==> src/rtl/irq_agg_pkg.sv <==
package irq_agg_pkg;
    localparam int DATA_W     = 32;
    localparam int NUM_GROUPS = 11;
    localparam int SUMM_BITS  = DATA_W - 1;
    localparam int GRP_W      = $clog2(NUM_GROUPS + 1);
    localparam int CTRL_W     = 16;

    typedef enum logic [1:0] {
        OFF_STATUS = 2'd0,
        OFF_MASK   = 2'd1,
        OFF_IDEN   = 2'd2,
        OFF_EN     = 2'd3
    } reg_off_e;

    typedef struct packed {
        logic [DATA_W-1:0] mask;
        logic [DATA_W-1:0] iden;
        logic [DATA_W-1:0] en;
    } leaf_regs_t;

    typedef struct packed {
        logic              vld;
        logic [GRP_W-1:0]  grp;
        logic [DATA_W-1:0] bits;
    } route_t;

    localparam logic [DATA_W-1:0] LO_HALF = 32'h0000_FFFF;
    localparam logic [DATA_W-1:0] HI_HALF = 32'hFFFF_0000;
    localparam logic [DATA_W-1:0] ALL_BITS = 32'hFFFF_FFFF;

    // Routing of group pending vectors onto master summary bits
    function automatic route_t route_of(input int b);
        route_t r;
        r = '0;
        case (b)
            0:  r = '{1'b1, GRP_W'(0),  LO_HALF};
            1:  r = '{1'b1, GRP_W'(0),  HI_HALF};
            2:  r = '{1'b1, GRP_W'(1),  LO_HALF};
            3:  r = '{1'b1, GRP_W'(1),  HI_HALF};
            4:  r = '{1'b1, GRP_W'(2),  LO_HALF};
            6:  r = '{1'b1, GRP_W'(3),  LO_HALF};
            16: r = '{1'b1, GRP_W'(4),  ALL_BITS};
            17: r = '{1'b1, GRP_W'(5),  ALL_BITS};
            18: r = '{1'b1, GRP_W'(6),  ALL_BITS};
            20: r = '{1'b1, GRP_W'(7),  ALL_BITS};
            22: r = '{1'b1, GRP_W'(8),  ALL_BITS};
            23: r = '{1'b1, GRP_W'(9),  ALL_BITS};
            30: r = '{1'b1, GRP_W'(10), ALL_BITS};
            default: r = '0;
        endcase
        return r;
    endfunction
endpackage

==> src/rtl/irq_leaf_group.sv <==
module irq_leaf_group
    import irq_agg_pkg::*;
(
    input  logic              clk,
    input  logic              rst_n,
    input  logic [DATA_W-1:0] ev_i,
    input  logic              wr_i,
    input  reg_off_e          off_i,
    input  logic [DATA_W-1:0] wdata_i,
    output leaf_regs_t        regs_o
);
    leaf_regs_t regs_d, regs_q;

    always_comb begin
        logic [DATA_W-1:0] clr;
        regs_d = regs_q;
        clr    = '0;
        if (wr_i) begin
            case (off_i)
                OFF_MASK: regs_d.mask = wdata_i;
                OFF_EN:   regs_d.en   = wdata_i;
                OFF_IDEN: clr         = wdata_i;
                default:  ;
            endcase
        end
        // capture uses the mask held before this edge; new events beat clears
        regs_d.iden = (regs_q.iden & ~clr) | (ev_i & ~regs_q.mask);
    end

    always_ff @(posedge clk) begin
        if (!rst_n) begin
            regs_q.mask <= '1;
            regs_q.iden <= '0;
            regs_q.en   <= '0;
        end else begin
            regs_q <= regs_d;
        end
    end

    assign regs_o = regs_q;
endmodule

==> src/rtl/irq_route.sv <==
module irq_route
    import irq_agg_pkg::*;
(
    input  logic [DATA_W-1:0]    pend_i [NUM_GROUPS],
    output logic [SUMM_BITS-1:0] summ_o
);
    always_comb begin
        summ_o = '0;
        for (int b = 0; b < SUMM_BITS; b++) begin
            route_t r;
            r = route_of(b);
            if (r.vld) begin
                for (int g = 0; g < NUM_GROUPS; g++) begin
                    if (r.grp == GRP_W'(g)) summ_o[b] = |(pend_i[g] & r.bits);
                end
            end
        end
    end
endmodule

==> src/rtl/irq_req_gen.sv <==
module irq_req_gen
    import irq_agg_pkg::*;
(
    input  logic                 clk,
    input  logic                 rst_n,
    input  logic                 gen_en_i,
    input  logic [SUMM_BITS-1:0] summ_i,
    input  logic [CTRL_W-1:0]    ctrl_i,
    output logic                 req_o
);
    localparam logic [CTRL_W-1:0] CTRL_OK = CTRL_W'(1);

    typedef struct packed {
        logic lvl;
        logic req;
    } req_state_t;

    req_state_t st_d, st_q;

    always_comb begin
        logic ready;
        ready    = gen_en_i && (|summ_i) && (ctrl_i == CTRL_OK);
        st_d.lvl = ready;
        st_d.req = ready && !st_q.lvl;
    end

    always_ff @(posedge clk) begin
        if (!rst_n) st_q <= '0;
        else        st_q <= st_d;
    end

    assign req_o = st_q.req;
endmodule

==> src/rtl/irq_aggregator.sv <==
module irq_aggregator
    import irq_agg_pkg::*;
#(
    parameter int ADDR_W = 8
) (
    input  logic                         clk,
    input  logic                         rst_n,
    input  logic                         wr_en,
    input  logic [ADDR_W-1:0]            addr,
    input  logic [DATA_W-1:0]            wr_data,
    output logic [DATA_W-1:0]            rd_data,
    input  logic [NUM_GROUPS*DATA_W-1:0] ev_in,
    input  logic [CTRL_W-1:0]            msi_ctrl,
    output logic                         msg_req
);
    localparam int OFF_LSB = 2;
    localparam int GRP_LSB = 4;
    localparam int TOP_LSB = GRP_LSB + GRP_W;

    typedef struct packed {
        logic gen_en;
    } master_t;

    logic [GRP_W-1:0]            grp_idx;
    reg_off_e                    off;
    logic                        hi_ok;
    leaf_regs_t                  regs [NUM_GROUPS];
    logic [DATA_W-1:0]           pend [NUM_GROUPS];
    logic [SUMM_BITS-1:0]        summ;
    logic [NUM_GROUPS*DATA_W-1:0] iden_flat;
    logic [NUM_GROUPS*DATA_W-1:0] mask_flat;
    master_t                     master_d, master_q;

    assign grp_idx = addr[TOP_LSB-1:GRP_LSB];
    assign off     = reg_off_e'(addr[GRP_LSB-1:OFF_LSB]);
    assign hi_ok   = (ADDR_W <= TOP_LSB) ? 1'b1 : ((addr >> TOP_LSB) == '0);

    for (genvar g = 0; g < NUM_GROUPS; g++) begin : g_grp
        irq_leaf_group u_grp (
            .clk     (clk),
            .rst_n   (rst_n),
            .ev_i    (ev_in[g*DATA_W +: DATA_W]),
            .wr_i    (wr_en && hi_ok && (grp_idx == GRP_W'(g))),
            .off_i   (off),
            .wdata_i (wr_data),
            .regs_o  (regs[g])
        );
        assign pend[g]                          = regs[g].iden & regs[g].en;
        assign iden_flat[g*DATA_W +: DATA_W]    = regs[g].iden;
        assign mask_flat[g*DATA_W +: DATA_W]    = regs[g].mask;
    end

    irq_route u_route (
        .pend_i (pend),
        .summ_o (summ)
    );

    always_comb begin
        master_d = master_q;
        if (wr_en && hi_ok && grp_idx == GRP_W'(NUM_GROUPS) && off == OFF_STATUS)
            master_d.gen_en = wr_data[DATA_W-1];
    end

    always_ff @(posedge clk) begin
        if (!rst_n) master_q <= '0;
        else        master_q <= master_d;
    end

    irq_req_gen u_req (
        .clk      (clk),
        .rst_n    (rst_n),
        .gen_en_i (master_q.gen_en),
        .summ_i   (summ),
        .ctrl_i   (msi_ctrl),
        .req_o    (msg_req)
    );

    always_comb begin
        rd_data = '0;
        if (hi_ok) begin
            for (int g = 0; g < NUM_GROUPS; g++) begin
                if (grp_idx == GRP_W'(g)) begin
                    case (off)
                        OFF_STATUS: rd_data = ev_in[g*DATA_W +: DATA_W];
                        OFF_MASK:   rd_data = regs[g].mask;
                        OFF_IDEN:   rd_data = regs[g].iden;
                        default:    rd_data = regs[g].en;
                    endcase
                end
            end
            if (grp_idx == GRP_W'(NUM_GROUPS) && off == OFF_STATUS)
                rd_data = {master_q.gen_en, summ};
        end
    end
endmodule

==> config.mk <==
export PLATFORM = sky130hd
export DESIGN_NAME = irq_aggregator
export DESIGN_NICKNAME = d
export VERILOG_FILES = /design/src/rtl/irq_agg_pkg.sv /design/src/rtl/irq_leaf_group.sv /design/src/rtl/irq_route.sv /design/src/rtl/irq_req_gen.sv /design/src/rtl/irq_aggregator.sv
export SDC_FILE = /design/constraint.sdc
export NUM_CORES = 2
export LEC_CHECK = 0
export CAP_MARGIN = 40
export CELL_PAD_IN_SITES_DETAIL_PLACEMENT = 0
export CELL_PAD_IN_SITES_GLOBAL_PLACEMENT = 2
export CORE_ASPECT_RATIO = 1.2
export CORE_UTILIZATION = 37
export CTS_CLUSTER_SIZE = 24
export DETAILED_ROUTE_END_ITERATION = 10
export GPL_TIMING_DRIVEN = 0
export PLACE_DENSITY_LB_ADDON = 0.05
export SLEW_MARGIN = 20
export SYNTH_ARGS = -nofsm -noshare
export SYNTH_HDL_FRONTEND = slang
export SYNTH_HIERARCHICAL = 1
export SYNTH_SLANG_ARGS = --single-unit
export TNS_END_PERCENT = 100
==> constraint.sdc <==
create_clock -name clk -period 6.1 [get_ports clk]
set_clock_uncertainty 0.15 [all_clocks]
set_input_delay 1.83 -clock clk [delete_from_list [all_inputs] [get_ports clk]]
set_output_delay 1.83 -clock clk [all_outputs]
set_load 0.05 [all_outputs]
==> summary.md <==
| Metric | Value |
|---|---|
| I/O pin cnt | 444 |
| Placed cells | between 8000 and 9000 |
| DRT Pass-1 Iters | 6 |
| Cell area after layout | 71500 um^2 |
| Critical path's largest stage delay | 0.58 ns |
| HP Class | flop to flop |
| Layout cells sized above 1 | about a quarter |
| Delay-heaviest family, CP | simple AND/OR/NAND/NOR gates |
| Critical path class | input pin to output port |
| CP Cell Sequence | buf_16 > buf_16 > buf_16 > mux4_2 > a22oi_2 > nand4_1 > o2111ai_4 > nand4_1 > buf_6 |
| Pin count of the biggest net entering global routing | 34 |
| R2R depth | 7 |
| Gpl congestion | 0.987 |
| RSZ-0062 raised after global routing | true |
| Critical Path Stages | 9 |
| Mean Syn Cell Area | a little over 9 um^2 |
| Routed wire per std cell | 35.6 um |
| Failing checks | negative setup slack |
| WP buf/inv | 4 |
| Leakage | 27.9 nW |
| GRT overflow | 0 |
| Rel. slew slack | 38.1% |
| Element type at the critical path end | output port |
| Clk buf depth | 3 |
| Max_cap viols | 0 |
| First-pass GRT wire length | 416000 um |
| Maximum fanout along the worst path | 8 |
| Root buffer cell | clkbuf_16 |
| Outcome | finished with violations |
| Nets | 7139 |
| Post-Synthesis Cells | 5939 |
| Post-DP HPWL | 229000 um |
| Total power | about 0.017 W |
| Area post-placement | 63400 um^2 |
| GRT Total Usage | 40.0% |
| Post-Route Utilization | 48.1% |
| Final Hold Viols | 0 |
| Worst Path Arrival | 4.66 ns |
| Max-slew violation count | 0 |
| Crit path time final | about 6.6 ns |
| Finish-stage setup viols | 31 |
| IO buf count | 439 |
| Worst-Margin Slew | around 0.93 ns |
| CP required | 4.12 ns |
| Routed vias | 53700 |
| Critical Path Most Common Cell | buf_16 |
| CTS tree | yes |
| DRC | 0 |
| Worst hold path cell count | 1 |
| Die Y | ~430 um |
| PD cells | 243 nW/um^2 |
| Initial Util | 37.3% |
| Antenna Nets Post-Route | 0 |
| Initial antenna violation count | 19 |
| Ys Warns | 6 |
| Peak supply drop | 0.258 mV |
| Vias in the first global route | approximately 50000 |
| Clock slew seen by the registers of the worst setup and hold paths | 0.06 ns |
| Htree depth | 3 |
| Vias/cell | 6.10 |
| Post-Layout Cell Count | 8801 |
| Routed wire length | around 310000 um |
| CP max-delay cell | mux4_2 |
| CP Launch Type | input pin |
| Period utilization | 109% |
| CTS sink count | 1059 |
| Slack of the critical path | -0.537 ns |
| Site row count | roughly 160 |
| TritonCTS Buffers | 121 |
| Initial DRC Count | ~6500 |
| Synthesized cell area | 55400 um^2 |
| Max Freq | 151 MHz |
| Die Area | 151000 um^2 |
| Width of the chip | 355 um |
| Core area | 149000 um^2 |
| Area delta synth->final | 29.1% |
| Clock Latency Late Sink | between 0.7 and 0.8 ns |
==> registers in the layout, indices dropped and copies added (netlist names) <==
name / cells
u_req/req_o: 1
master_q: 1
g_grp.u_grp/regs_o: 1056
u_req/st_q: 1
==> final timing paths <==
check,startpoint,slack [ns],end
max,addr[2],-0.54,rd_data[16]
min,u_req/st_q[1],0.26,u_req/req_o
max reg2reg,g_grp[9].u_grp/regs_o[6],2.66,u_req/st_q[1]
min reg2reg,u_req/st_q[1],0.26,u_req/req_o
==> timing repair <==
item,in CTS,in global routing
pin swaps,46,89
hold buffers,0,0
buffers inserted,48,101
cloned,6,8
endpoints found under the setup margin,32,32
resized for setup,566,249
==> metal layers <==
metal / part of all wire [%] / vias up / global-route usage [%]
met4: 7.5 / 4 / 26.5
met3: 9.0 / 632 / 6.96
li1: - / 22800 / -
met2: 44 / 3021 / 61.1
met1: 39 / 27200 / 51.7
met5: 0.011 / - / 0
==> layout by cell type, fill, tap and decap left out, types with 228 or more instances in the layout <==
master,n
clkbuf_1,228
nor2b_1,361
o21ai_0,358
nand2_1,1089
nand3_1,717
and2_1,332
a21boi_2,330
dfxtp_1,1059
mux4_2,348
o21a_1,352
clkdlybuf4s50_1,366
==> power by group <==
part | total [W] | internal [W] | switching, W
combinational | 0.00281 | 0.00106 | 0.00175
sequential | 0.00698 | 0.00695 | 0.0000281
clock | 0.00758 | 0.00430 | 0.00328
==> cell type report <==
type                            count  area, um^2
Multi-Input combinational cell   4415       32900
Sequential cell                  1059       21200
Fill cell                       14500       77100
Antenna cell                       13        32.5
Buffer                            477        3590
Clock inverter                     28         317
Clock buffer                      193        3670
Inverter                            1        3.75
Tap cell                         1962        2450
Timing Repair Buffer              653        7360
==> metrics by stage <==
| stage | setup TNS, ns | hold WS, ns | setup WS, ns |
|---|---|---|---|
| after global placement | -161.80 | 0.244 | -6.36 |
| after detailed placement | -71.14 | 0.253 | -2.58 |
| after CTS | -10.31 | 0.259 | -0.447 |
| after floorplan | 0 | 0.237 | 0.263 |
| after global routing | -6.06 | 0.282 | -0.416 |
| final | -7.89 | 0.257 | -0.537 |
(Power assumes the default switching activity.)
